`config.mk`:
```
export PLATFORM = sky130hd
export DESIGN_NAME = serial_dac_ctrl
export DESIGN_NICKNAME = d
export VERILOG_FILES = /design/src/rtl/dacsif_pkg.sv /design/src/rtl/dacsif_sync.sv /design/src/rtl/dacsif_fsm.sv /design/src/rtl/dacsif_regs.sv /design/src/rtl/serial_dac_ctrl.sv
export SDC_FILE = /design/constraint.sdc
export NUM_CORES = 1
export LEC_CHECK = 0
export BUFFER_PORTS_ARGS = -buffer_cell sky130_fd_sc_hd__buf_2
export CAP_MARGIN = 20
export CORE_MARGIN = 4
export CORE_UTILIZATION = 51
export CTS_BUF_LIST = sky130_fd_sc_hd__clkbuf_4 sky130_fd_sc_hd__clkbuf_8 sky130_fd_sc_hd__clkbuf_16
export CTS_CLUSTER_DIAMETER = 50
export DETAILED_ROUTE_END_ITERATION = 16
export PLACE_DENSITY = 0.79
export SETUP_SLACK_MARGIN = 0.05
export SYNTH_ARGS = -nofsm -noshare
export SYNTH_HDL_FRONTEND = slang
export SYNTH_HIERARCHICAL = 1
export SYNTH_SLANG_ARGS = --single-unit
```
`constraint.sdc`:
```
create_clock -name clk -period 3.1 [get_ports clk]
set_clock_uncertainty 0.1 [all_clocks]
set_input_delay 0 -clock clk [delete_from_list [all_inputs] [get_ports clk]]
set_output_delay 0 -clock clk [all_outputs]
set_load 0.05 [all_outputs]
```
`src/rtl/dacsif_pkg.sv`:
```
package dacsif_pkg;

    typedef enum logic [1:0] {
        ST_IDLE  = 2'd0,
        ST_SHIFT = 2'd1,
        ST_LOCK  = 2'd2
    } dacsif_state_t;

endpackage

```
`src/rtl/dacsif_sync.sv`:
```
module dacsif_sync #(
    parameter int          WIDTH   = 3,
    parameter int          STAGES  = 2,
    parameter logic [WIDTH-1:0] RST_VAL = '0
) (
    input  logic             clk,
    input  logic             rst_n,
    input  logic [WIDTH-1:0] din,
    output logic [WIDTH-1:0] dout
);

    logic [STAGES-1:0][WIDTH-1:0] pipe;

    always_ff @(posedge clk or negedge rst_n) begin
        if (!rst_n) begin
            for (int s = 0; s < STAGES; s++) pipe[s] <= RST_VAL;
        end else begin
            pipe[0] <= din;
            for (int s = 1; s < STAGES; s++) pipe[s] <= pipe[s-1];
        end
    end

    assign dout = pipe[STAGES-1];

endmodule

```
`src/rtl/dacsif_fsm.sv`:
```
module dacsif_fsm
    import dacsif_pkg::*;
#(
    parameter int CODE_W = 12,
    parameter int CTRL_W = 4
) (
    input  logic              clk,
    input  logic              rst_n,
    input  logic              mode_in,
    input  logic              cs_n_s,
    input  logic              sclk_s,
    input  logic              sdi_s,
    output logic              commit,
    output logic              cmd_sel_a,
    output logic              cmd_to_buf,
    output logic [CODE_W-1:0] cmd_code
);

    localparam int WORD_W = CODE_W + CTRL_W;
    localparam int CNT_W  = $clog2(WORD_W + 1);
    localparam logic [CNT_W-1:0] CNT_LAST = CNT_W'(WORD_W - 1);
    localparam logic [CNT_W-1:0] CNT_FULL = CNT_W'(WORD_W);

    dacsif_state_t state_q, state_d;
    logic [CNT_W-1:0]  cnt_q;
    logic [WORD_W-1:0] sh_q;
    logic              mode_q;
    logic              cs_d, sclk_d;
    logic              cs_fall, cs_rise, sclk_fall;

    assign cs_fall   =  cs_d & ~cs_n_s;
    assign cs_rise   = ~cs_d &  cs_n_s;
    assign sclk_fall =  sclk_d & ~sclk_s;

    // state register
    always_ff @(posedge clk or negedge rst_n) begin
        if (!rst_n) state_q <= ST_IDLE;
        else        state_q <= state_d;
    end

    // next-state logic
    always_comb begin
        state_d = state_q;
        unique case (state_q)
            ST_IDLE:  if (cs_fall) state_d = ST_SHIFT;
            ST_SHIFT: begin
                if (cs_rise) state_d = ST_IDLE;
                else if (sclk_fall && mode_q && cnt_q == CNT_LAST) state_d = ST_LOCK;
            end
            ST_LOCK:  if (cs_rise) state_d = ST_IDLE;
            default:  state_d = ST_IDLE;
        endcase
    end

    // datapath: edge history, bit counter, shift register, mode latch
    always_ff @(posedge clk or negedge rst_n) begin
        if (!rst_n) begin
            cs_d   <= 1'b1;
            sclk_d <= 1'b0;
            cnt_q  <= '0;
            sh_q   <= '0;
            mode_q <= 1'b0;
        end else begin
            cs_d   <= cs_n_s;
            sclk_d <= sclk_s;
            if (state_q == ST_IDLE && cs_fall) begin
                cnt_q  <= '0;
                mode_q <= mode_in;
            end else if (state_q == ST_SHIFT && !cs_rise && sclk_fall) begin
                sh_q <= {sh_q[WORD_W-2:0], sdi_s};
                if (cnt_q != CNT_FULL) cnt_q <= cnt_q + 1'b1;
            end
        end
    end

    // output decode: commit pulse and command fields
    always_comb begin
        commit     = 1'b0;
        cmd_sel_a  = sh_q[WORD_W-1];
        cmd_to_buf = sh_q[WORD_W-2];
        cmd_code   = sh_q[CODE_W-1:0];
        if (state_q == ST_SHIFT) begin
            if (mode_q) begin
                commit     = sclk_fall && !cs_rise && cnt_q == CNT_LAST;
                cmd_sel_a  = sh_q[WORD_W-2];
                cmd_to_buf = sh_q[WORD_W-3];
                cmd_code   = {sh_q[CODE_W-2:0], sdi_s};
            end else begin
                commit     = cs_rise && cnt_q == CNT_FULL;
            end
        end
    end

    p_auto_commit_r3: assert property (@(posedge clk) disable iff (!rst_n)
        (commit && mode_q) |-> (!cs_rise && sclk_fall && cnt_q == CNT_LAST));

    p_lock_quiet_r4: assert property (@(posedge clk) disable iff (!rst_n)
        (state_q == ST_LOCK) |-> !commit);

    p_legacy_commit_r5: assert property (@(posedge clk) disable iff (!rst_n)
        (commit && !mode_q) |-> cs_rise);

    p_short_drop_r6: assert property (@(posedge clk) disable iff (!rst_n)
        (cnt_q < CNT_LAST) |-> !commit);

endmodule

```
`src/rtl/dacsif_regs.sv`:
```
module dacsif_regs #(
    parameter int CODE_W = 12
) (
    input  logic              clk,
    input  logic              rst_n,
    input  logic              commit,
    input  logic              cmd_sel_a,
    input  logic              cmd_to_buf,
    input  logic [CODE_W-1:0] cmd_code,
    output logic [CODE_W-1:0] code_a,
    output logic [CODE_W-1:0] code_b,
    output logic              upd
);

    logic [CODE_W-1:0] hold_q;

    always_ff @(posedge clk or negedge rst_n) begin
        if (!rst_n) begin
            code_a <= '0;
            code_b <= '0;
            hold_q <= '0;
            upd    <= 1'b0;
        end else begin
            upd <= 1'b0;
            if (commit) begin
                if (cmd_to_buf) begin
                    hold_q <= cmd_code;
                end else if (cmd_sel_a) begin
                    code_a <= cmd_code;
                    code_b <= hold_q;
                    upd    <= 1'b1;
                end else begin
                    code_b <= cmd_code;
                    upd    <= 1'b1;
                end
            end
        end
    end

    p_reset_clear_r1: assert property (@(posedge clk)
        !rst_n |=> (code_a == '0 && code_b == '0 && hold_q == '0 && !upd));

    p_quiet_regs_r4: assert property (@(posedge clk) disable iff (!rst_n)
        !commit |=> ($stable(code_a) && $stable(code_b) && $stable(hold_q)));

    p_pair_load_r8: assert property (@(posedge clk) disable iff (!rst_n)
        (commit && cmd_sel_a && !cmd_to_buf) |=> (code_b == $past(hold_q)));

    p_buf_no_strobe_r9: assert property (@(posedge clk) disable iff (!rst_n)
        (commit && cmd_to_buf) |=> !upd);

    p_single_pulse_r9: assert property (@(posedge clk) disable iff (!rst_n)
        upd |=> !upd);

endmodule

```
`src/rtl/serial_dac_ctrl.sv`:
```
module serial_dac_ctrl #(
    parameter int CODE_W      = 12,
    parameter int CTRL_W      = 4,
    parameter int SYNC_STAGES = 2
) (
    input  logic              clk,
    input  logic              rst_n,
    input  logic              auto_mode,
    input  logic              cs_n,
    input  logic              sclk,
    input  logic              sdi,
    output logic [CODE_W-1:0] code_a,
    output logic [CODE_W-1:0] code_b,
    output logic              upd
);

    logic [2:0]        pins_s;
    logic              commit, cmd_sel_a, cmd_to_buf;
    logic [CODE_W-1:0] cmd_code;

    dacsif_sync #(
        .WIDTH   (3),
        .STAGES  (SYNC_STAGES),
        .RST_VAL (3'b001)
    ) u_sync (
        .clk   (clk),
        .rst_n (rst_n),
        .din   ({sdi, sclk, cs_n}),
        .dout  (pins_s)
    );

    dacsif_fsm #(
        .CODE_W (CODE_W),
        .CTRL_W (CTRL_W)
    ) u_fsm (
        .clk        (clk),
        .rst_n      (rst_n),
        .mode_in    (auto_mode),
        .cs_n_s     (pins_s[0]),
        .sclk_s     (pins_s[1]),
        .sdi_s      (pins_s[2]),
        .commit     (commit),
        .cmd_sel_a  (cmd_sel_a),
        .cmd_to_buf (cmd_to_buf),
        .cmd_code   (cmd_code)
    );

    dacsif_regs #(
        .CODE_W (CODE_W)
    ) u_regs (
        .clk        (clk),
        .rst_n      (rst_n),
        .commit     (commit),
        .cmd_sel_a  (cmd_sel_a),
        .cmd_to_buf (cmd_to_buf),
        .cmd_code   (cmd_code),
        .code_a     (code_a),
        .code_b     (code_b),
        .upd        (upd)
    );

endmodule

```
==> run metrics, run 1 <==
final WL 5220 um; cell count after synthesis 202; layout filler cell count 445; worst reg-to-reg path cell count 9; post-placement cell area 0.00322 mm^2; initial standard-cell utilization of the core 0.536; R2R Path Start u_fsm/cnt_q[0]$_DFFE_PN0P_; crit path capture type register; detailed router's first-iteration violation count slightly below 80; core area 0.00564 mm^2; cell type with the largest total area after synthesis dfrtp_1; result of the run completed; tightest hold margin 0.144 ns; fraction of synthesized cell area taken by the top area cell type 0.546; maximum level of the CTS H-tree 3; FF+latch count, synth 69; antenna-violating nets left 0; met1 layer wirelength in the final routing 2410 um; number of global-route vias before repair 1871; initial antenna violation count 0; final count of hold timing violations 0; arrival time worst endpoint 2.64 ns; Mean Syn Cell Area approximately 15 um^2; Setup crit end u_regs/code_b[4]$_DFFE_PN0P_; share of synthesized area occupied by flip-flops and latches 0.572; setup slack on the worst flop-to-flop path 0.58 ns; buffers added on ports 30; Avg Vias per Cell 5.33; Yosys Warn Count 6; Clk Latency, worst-skew pair approximately 0.33 ns; horizontal die dimension 85.0 um; Max transition margin 0.551; MaxCap Viol Count 0; Fin Setup TNS 0 ns; total area of sequential cells 0.00173 mm^2; final cycle utilization of the critical path 0.814; Core Rows 27; wire per inst 16.4 um; maximum number of buffers from clock root to sink 2; worst min-delay path class primary input to asynchronous set/reset pin; final slew viol count 0; buffer cell driving the clock tree root clkbuf_8; share of the core filled with cells 0.617; CTS Buf Count 9; Area growth syn-to-layout 15.1%; XOR/XNOR share of the synthesized area 0; CTS tree yes; maximum number of pins on one net before global-route repair 31; post-route cell area around 0.0035 mm^2; NumNets Final 252; post-synth net total 211; post-synthesis share of cell area spent on full adders, half adders and majority gates 0.0124; CTS clock-pin slew for the worst setup and hold paths 0.07 ns; Least-Margin Pin Slew 0.673 ns; total gr overflow 0; kind of critical path register to register; combinational family with the most area after synthesis multiplexers; global-route total usage across every layer 0.164; Met3 Routed Length 142 um; ratio of cells with drive above 1 in the final layout 0.559; simple-gate portion of the synthesized area 0.0604; critical path launch point u_fsm/cnt_q[0]$_DFFE_PN0P_; leakage dissipation 1.83 nW; Syn Std Cell Area 0.00302 mm^2; num ports 31; unrepaired setup endpoints after global routing false; Die Span Y roughly 85 um; fmax 0.396 GHz; number of cells upsized or downsized after cts 0; setup ws final 0.577 ns; placed wire-length estimate 3400 um; uppermost metal layer occupied by signal nets met4; number of distinct library cell variants in the gate-level netlist after synthesis 29; power density over the cells ~570 mW/mm^2; final critical delay including setup and external delays ~2.5 ns; most area-consuming cells after synthesis dfrtp_1, mux2_2, dfstp_2, mux2i_1, buf_4; TritonRoute pass-1 iters 4; kind of start point of the critical path register; setup violators final 0; data required time at the worst endpoint 3.22 ns; wire length of the first global-routing pass 9230 um; synthesized-area fraction occupied by ao, oa, aoi and oai cells 0.00869; final RePlAce weighted congestion 0.763; TritonCTS sink count 69; routed via count 1700; fraction of synthesized area in multiplexers 0.312; top fanout value on the critical path 12; post-placement worst setup slack 0.617 ns; number of remaining DRC errors 0; routed length on met2 about 2600 um; worst reg2reg endpoint u_regs/code_b[4]$_DFFE_PN0P_; count of inserted antenna diode cells 0; area taken by multi-input logic gates roughly 0.0012 mm^2; die footprint 0.00722 mm^2; Worst VDD drop 360 uV
-- area by class of cell --
cell class	count	share of cell area
inverters	5	0.00539
flip-flops and latches	69	0.497
repair buffers	40	0.0683
well taps	72	0.0259
clock buffers	9	0.0356
multi-input cells	118	0.342
clock inverters	6	0.0255
-- state kept, by name (all words and copies together), names as in the netlist --
signal and flops:
u_fsm/cs_d 1, u_regs/code_a 12, u_sync/pipe 3, u_fsm/state_q 2, u_regs/hold_q 12, u_regs/upd 1, u_fsm/mode_q 1, u_fsm/sh_q 16
u_fsm/cnt_q 5, u_fsm/sclk_d 1, u_sync/dout 3, u_regs/code_b 12
-- synth_stat cells --
cell type	instances
buf_2	1
a21oi_1	2
and4b_1	1
dfrtp_1	66
or4b_4	1
nand4bb_1	1
a21boi_0	1
nand2b_1	1
buf_4	6
inv_1	5
nand3_1	2
and4bb_4	1
nand4_1	1
nor2b_2	1
nand2_1	8
nand2_4	1
mux2_4	1
mux2i_1	5
ha_1	3
nor2_1	2
dfstp_2	3
or2b_1	1
buf_6	3
and2b_2	2
mux2_2	78
a2111oi_0	1
and3_1	2
or3_1	1
nand3b_1	1
-- kinds of logic after synthesis --
kind of cell / count (synthesis)
muxes: 84
adders and majority gates: 3
AOI/OAI and AO/OA: 4
and+or+nand+nor: 27
DFF: 69
buffers and inverters: 15
-- power breakdown --
group	internal (mW)	switching, mW
combinational	0.124	0.0978
sequential	0.952	0.0456
clock	0.448	0.332
total	1.52	0.476
-- timing repair --
action,4_1_cts,5_1_grt
hold buffers,5,0
setup buffers,0,0
endpoints found under the hold margin,32,0
-- metrics by stage --
step	power (mW)	cells
finish	2.00	319
detailed placement	1.23	299
CTS	2.03	319
global route	2.11	319
global placement	1.22	299
floorplan	1.17	202
-- routing by layer --
layer / vias to the layer above / global-route usage
met5: - / 0
met4: 0 / 0.0820
met3: 9 / 0.0330
met2: 27 / 0.263
met1: 866 / 0.211
li1: 798 / -
-- worst min-delay path by stage --
stage	from	end	cells after the start
final	rst_n	u_fsm/cnt_q[3]$_DFFE_PN0P_	2
after global routing	rst_n	u_regs/code_a[3]$_DFFE_PN0P_	2
after CTS	rst_n	u_fsm/cnt_q[1]$_DFFE_PN0P_	2
after detailed placement	rst_n	u_fsm/cnt_q[3]$_DFFE_PN0P_	1
after global placement	rst_n	u_fsm/cnt_q[3]$_DFFE_PN0P_	1
after floorplan	rst_n	u_fsm/cnt_q[0]$_DFFE_PN0P_	0
-- layout by cell type, fill, tap and decap left out, types with 5 or more instances in the layout --
master | synthesis | layout
buf_2 | 1 | 30
buf_4 | 6 | 5
clkbuf_8 | 0 | 9
dfrtp_1 | 66 | 66
dlygate4sd3_1 | 0 | 5
inv_1 | 5 | 5
mux2_2 | 78 | 78
mux2i_1 | 5 | 5
nand2_1 | 8 | 8
-- critical path: stages, from the launching register on --
cell and delay, ns:
dfrtp_1 0.40, ha_1 0.18, and3_1 0.17, ha_1 0.13, and4b_1 0.24, nand2_1 0.06, a21boi_0 0.27, nor2b_2 0.24
buf_4 0.25, mux2_2 0.37
(Power assumes the default switching activity.)
==> run 2, diff against run 1 <==
--- a/config.mk
+++ b/config.mk
@@ -12,7 +12,7 @@
 export CTS_BUF_LIST = sky130_fd_sc_hd__clkbuf_4 sky130_fd_sc_hd__clkbuf_8 sky130_fd_sc_hd__clkbuf_16
 export CTS_CLUSTER_DIAMETER = 50
 export DETAILED_ROUTE_END_ITERATION = 16
-export PLACE_DENSITY = 0.79
+export PLACE_DENSITY = 0.81
 export SETUP_SLACK_MARGIN = 0.05
 export SYNTH_ARGS = -nofsm -noshare
 export SYNTH_HDL_FRONTEND = slang
==> constraint.sdc (replaced) <==
create_clock -name clk -period 2.1 [get_ports clk]
set_clock_uncertainty 0.1 [all_clocks]
set_input_delay 0 -clock clk [delete_from_list [all_inputs] [get_ports clk]]
set_output_delay 0 -clock clk [all_outputs]
set_load 0.05 [all_outputs]
==> run 2 against run 1 <==
Net effect:
- the flow now finishes with violations (setup timing)
- core utilization increased by 4.4 points
- global-route usage increased by 0.45 points
- first-iteration DRC count increased by 43%
- critical path depth increased by 1
- die area unchanged
- largest cell class unchanged
==> run metrics, run 2 (synthesis results as in run 1) <==
setup violators final 24; power density over the cells 765 mW/mm^2; antenna-violating nets left 0; wire per inst 16.4 um; final WL around 5500 um; maximum number of pins on one net before global-route repair 70; crit path capture type register; cell with the largest stage delay on the worst path dfrtp_1; number of global-route vias before repair 1942; initial standard-cell utilization of the core 0.536; Area growth syn-to-layout 23.3%; number of remaining DRC errors 0; TritonCTS sink count 69; final RePlAce weighted congestion 0.774; Least-Margin Pin Slew 0.324 ns; setup ws final -0.120 ns; Max transition margin 0.778; post-route cell area 0.00373 mm^2; Worst VDD drop 529 uV; final count of hold timing violations 0; cell-by-cell listing of the critical path ha_2, and3_1, ha_1, and4b_1, nand2_1, a21boi_4, nand3b_1, buf_6, buf_12, mux2_2; commonest non-fill, non-tap cells in the layout mux2_2, dfrtp_1, buf_2, buf_4, clkbuf_8; Avg Vias per Cell 5.29; leading cell type in the layout, fill and taps excluded mux2_2; Worst Path Buf+Inv 2; final critical delay including setup and external delays 2.22 ns; routed via count 1787; unrepaired setup endpoints after global routing true; Die Span Y roughly 85 um; post-placement worst setup slack -0.143 ns; num ports 31; die footprint 0.00722 mm^2; Biggest register u_fsm/sh_q; final slew viol count 0; TritonRoute pass-1 iters 4; ratio of cells with drive above 1 in the final layout 0.605; top fanout value on the critical path 5; CTS clock-pin slew for the worst setup and hold paths 0.07 ns; buffer cell driving the clock tree root clkbuf_8; count of inserted antenna diode cells 0; initial antenna violation count 0; arrival time worst endpoint about 2.4 ns; horizontal die dimension 85.0 um; largest incremental delay on the critical path 0.40 ns; number of flip-flops in the largest register 16; core area 0.00564 mm^2; MaxCap Viol Count 0; maximum level of the CTS H-tree 3; final cycle utilization of the critical path 1.06; fmax about 0.45 GHz; total gr overflow 0; kind of start point of the critical path register; violated checks setup timing; Core Rows 27; buffers added on ports 30; layout filler cell count 398; Clk Latency, worst-skew pair 0.34 ns; family of cells with the greatest summed delay on the critical path simple AND/OR/NAND/NOR gates; placed wire-length estimate 3590 um; area taken by multi-input logic gates 0.00125 mm^2; kind of critical path register to register; worst min-delay path class primary input to asynchronous set/reset pin; NumNets Final 272; result of the run finished with violations; CTS Buf Count 9; global-route total usage across every layer 0.168; detailed router's first-iteration violation count 110; wire length of the first global-routing pass around 9400 um; post-placement cell area between 0.003 and 0.004 mm^2; leakage dissipation around 2 nW; data required time at the worst endpoint 2.23 ns; CTS tree yes; share of the core filled with cells 0.661; maximum number of buffers from clock root to sink 2; total area of sequential cells 0.00173 mm^2; post-layout total power roughly 2.9 mW
==> run 2: worst paths after layout <==
kind	startpoint	endpoint	slack, ns	cells past startpoint
min in group clk	sclk	u_sync/pipe[1]$_DFF_PN0_	0.20	2
worst max register to register	u_fsm/cnt_q[0]$_DFFE_PN0P_	u_regs/code_a[11]$_DFFE_PN0P_	-0.12	10
worst min register to register	u_sync/pipe[1]$_DFF_PN0_	u_sync/dout[1]$_DFF_PN0_	0.24	0
worst min-delay path	rst_n	u_sync/dout[1]$_DFF_PN0_	0.11	3
max in group asynchronous	rst_n	u_fsm/cs_d$_DFF_PN1_	1.49	3
worst max-delay path	u_fsm/cnt_q[0]$_DFFE_PN0P_	u_regs/code_a[11]$_DFFE_PN0P_	-0.12	10
==> run 2: power by group <==
part / total, mW / leakage [nW] / internal [mW] / switching, mW
registers: 1.47 / 0.929 / 1.41 / 0.0673
logic: 0.380 / 0.947 / 0.215 / 0.165
clock network: 1.00 / 0.0947 / 0.530 / 0.470
==> run 2: per-layer routing <==
layer  global-route usage  share of wire  up-vias
met5                    0              0        -
met4               0.0647          0.012        0
met3               0.0515          0.034        5
met2                0.272           0.51       28
met1                0.212           0.44      920
li1                     -              -      834
==> run 2: stage by stage <==
stage          std cells  TNS, ns  hold slack, ns
3_5_place_dp         314    -2.82         -0.0490
6_report             338    -2.24           0.109
2_1_floorplan        202  -0.0699          -0.396
4_1_cts              337    -2.51           0.121
5_1_grt              338    -5.62           0.126
3_3_place_gp         314   -0.901         -0.0537
==> run 2: layout make-up <==
class                   instances  area share
flip-flops and latches         69       0.464
multi-input cells             118       0.335
repair buffers                 60       0.124
clock buffers                   9      0.0332
well taps                      72      0.0242
clock inverters                 5      0.0144
inverters                       5     0.00503
==> run 2: worst register-to-register path: cells and delay by family (launching register included) <==
family	cells	cell delay (ns)
AO/OA/AOI/OAI	1	0.07
AND/OR/NAND/NOR	4	0.60
multiplexers	1	0.33
flip-flops	1	0.40
buffers and inverters	2	0.25
adder cells (fa/ha/maj)	2	0.35
==> run 2: repair_timing <==
item | CTS | global route
gates cloned | 1 | 0
hold buffers | 5 | 0
setup buffers | 3 | 1
pin swaps | 2 | 1
resized for setup | 5 | 11
endpoints found under the hold margin | 73 | 0
setup endpoints to repair | 36 | 37
==> run 3, diff against run 2 <==
--- a/config.mk
+++ b/config.mk
@@ -14,6 +14,7 @@
 export DETAILED_ROUTE_END_ITERATION = 16
 export PLACE_DENSITY = 0.81
 export SETUP_SLACK_MARGIN = 0.05
+export SKIP_LAST_GASP = 1
 export SYNTH_ARGS = -nofsm -noshare
 export SYNTH_HDL_FRONTEND = slang
 export SYNTH_HIERARCHICAL = 1
==> constraint.sdc (replaced) <==
create_clock -name clk -period 2.1 [get_ports clk]
set_clock_uncertainty 0.1 [all_clocks]
set_input_delay 0.42 -clock clk [delete_from_list [all_inputs] [get_ports clk]]
set_output_delay 0.42 -clock clk [all_outputs]
set_load 0.05 [all_outputs]
==> run 3 against run 2 <==
Net effect:
- register-to-register slack hardly changed
- critical endpoint is now u_regs/hold_q[1]$_DFFE_PN0P_
- flip-flop and latch count unchanged
- the flow still finishes with violations (setup timing)
- sequential power about the same
==> run metrics, run 3 (synthesis results as in run 1) <==
final count of hold timing violations 0; maximum number of pins on one net before global-route repair between 40 and 50; largest incremental delay on the critical path 0.40 ns; total area of sequential cells about 0.0017 mm^2; final WL 5760 um; CTS tree yes; setup violators final 36; routed via count approximately 1800; area taken by multi-input logic gates approximately 0.0012 mm^2; wire per inst 17.1 um; setup ws final -0.120 ns; buffers added on ports 30; Clk Latency, worst-skew pair between 0.3 and 0.4 ns; final critical delay including setup and external delays between 2 and 2.5 ns; die footprint 0.00722 mm^2; Worst VDD drop ~620 uV; final cycle utilization of the critical path 1.06; worst min-delay path class primary input to register; layout filler cell count about 400; leading cell type in the layout, fill and taps excluded mux2_2; net load switching power 0.745 mW; Least-Margin Pin Slew 0.266 ns; commonest non-fill, non-tap cells in the layout mux2_2, dfrtp_1, buf_2, buf_4, clkbuf_8; Die Span Y 85.0 um; final slew viol count 0; maximum level of the CTS H-tree 3; unrepaired setup endpoints after global routing true; crit path capture type register; global-route total usage across every layer 0.171; data required time at the worst endpoint 2.23 ns; antenna-violating nets left 0; number of non-filler instances in the completed layout between 300 and 400; TritonRoute pass-1 iters 4; Core Rows 27; core area 0.00564 mm^2; setup slack on the worst flop-to-flop path -0.12 ns; cell-by-cell listing of the critical path ha_2, and3_1, ha_1, and4b_1, nand2_1, a21boi_2, buf_4, nand2_1, buf_4, mux2_2; combinational cell fraction of total power 0.116; final RePlAce weighted congestion 0.792; num ports 31; sequential share of power 0.464; leakage dissipation 1.98 nW; Internal Dissipation ~2.4 mW; Fin Setup TNS -2.67 ns; number of global-route vias before repair just under 2000; post-layout total power approximately 3.2 mW; power density over the cells 854 mW/mm^2; cell with the largest stage delay on the worst path dfrtp_1; Clock Power Share 0.420; number of placed cells counting well taps around 320; Max transition margin 0.822; fraction of power spent switching nets 0.235; Avg Vias per Cell 5.30; ratio of cells with drive above 1 in the final layout 0.619; horizontal die dimension 85.0 um; number of flip-flops in the largest register 16; detailed router's first-iteration violation count 67; Area growth syn-to-layout 23.0%; maximum number of buffers from clock root to sink 2; top fanout value on the critical path 4; kind of critical path register to register; worst reg-to-reg path cell count 10; MaxCap Viol Count 0; placed wire-length estimate 3780 um; result of the run finished with violations; worst reg2reg endpoint u_regs/hold_q[1]$_DFFE_PN0P_; wire length of the first global-routing pass 9550 um; initial standard-cell utilization of the core 0.536; R2R Path Start u_fsm/cnt_q[0]$_DFFE_PN0P_; tightest hold margin 0.0796 ns; buffer cell driving the clock tree root clkbuf_8; worst hold path startpoint cs_n; NumNets Final 269; kind of start point of the critical path register; arrival time worst endpoint 2.35 ns; count of inserted antenna diode cells 0; CTS clock-pin slew for the worst setup and hold paths roughly 0.070 ns; fmax between 0.4 and 0.5 GHz; total gr overflow 0; TritonCTS sink count slightly below 70; Hold Crit Endpoint u_sync/pipe[0]$_DFF_PN1_; Biggest register u_fsm/sh_q; worst hold path stage count 1; CTS Buf Count 9; violated checks setup timing; number of remaining DRC errors 0; initial antenna violation count 0
[run 3: cell count changes in the layout (fill, tap and decap cells not counted), sizes merged]
cell / previous run / this run
bufinv: 1 / 3
clkbuf: 9 / 11
clkinv: 4 / 2
dlygate4sd3: 5 / 1
inv: 5 / 6
[run 3: worst max-delay path, delay by kind of cell (launching register included)]
family | cells | cell delay (ns)
AOI/OAI and AO/OA | 1 | 0.07
adders and majority gates | 2 | 0.35
buffers and inverters | 2 | 0.30
DFF | 1 | 0.40
muxes | 1 | 0.33
and+or+nand+nor | 4 | 0.56
[run 3: final cells by class]
| type | instances | area share |
|---|---|---|
| clock buffers | 10 | 0.0370 |
| inverters | 5 | 0.00505 |
| well taps | 72 | 0.0242 |
| repair buffers | 57 | 0.112 |
| flip-flops and latches | 69 | 0.465 |
| clock inverters | 6 | 0.0293 |
| multi-input cells | 118 | 0.327 |
[run 3: power by group through the flow]
stage,clock network (mW),registers [mW],logic [mW]
after floorplan,0,1.48,0.256
after global placement,0,1.49,0.349
after detailed placement,0,1.50,0.363
after CTS,1.35,1.47,0.367
after global routing,1.42,1.49,0.406
final,1.34,1.47,0.367
[run 3: worst max-delay path by stage]
| stage | from | end | slack, ns | depth (start not counted) |
|---|---|---|---|---|
| global route | u_fsm/cnt_q[1]$_DFFE_PN0P_ | u_regs/code_b[1]$_DFFE_PN0P_ | -0.22 | 9 |
| CTS | u_fsm/cnt_q[0]$_DFFE_PN0P_ | u_regs/code_b[4]$_DFFE_PN0P_ | -0.11 | 9 |
| detailed placement | u_fsm/cnt_q[1]$_DFFE_PN0P_ | u_regs/code_b[4]$_DFFE_PN0P_ | -0.15 | 9 |
| global placement | u_fsm/cnt_q[0]$_DFFE_PN0P_ | u_regs/code_a[3]$_DFFE_PN0P_ | -0.05 | 9 |
| floorplan | u_fsm/cnt_q[0]$_DFFE_PN0P_ | u_regs/code_b[10]$_DFFE_PN0P_ | -0.008 | 9 |
| finish | u_fsm/cnt_q[0]$_DFFE_PN0P_ | u_regs/hold_q[1]$_DFFE_PN0P_ | -0.12 | 10 |
[run 3: layer usage]
layer | vias up | wire (um) | track usage
met4 | 0 | 105 | 0.0806
li1 | 832 | - | -
met1 | 910 | 2600 | 0.224
met2 | 34 | 2870 | 0.266
met5 | - | 0 | 0
met3 | 11 | 183 | 0.0427
[run 3: repair_timing]
item | 4_1_cts | 5_1_grt
pin swaps | 2 | 1
endpoints found under the setup margin | 36 | 37
cloned | 0 | 1
hold buffers | 1 | 0
resized for setup | 0 | 5
buffers inserted | 1 | 3
hold endpoints to repair | 5 | 0
[run 3: metrics by stage]
| step | setup WS, ns | area (um^2) | util |
|---|---|---|---|
| 3_3_place_gp | -0.0514 | 3390 | 0.601 |
| 6_report | -0.120 | 3720 | 0.659 |
| 2_1_floorplan | -0.00776 | 3050 | - |
| 5_1_grt | -0.224 | 3720 | 0.659 |
| 3_5_place_dp | -0.145 | 3390 | 0.601 |
| 4_1_cts | -0.107 | 3650 | 0.648 |
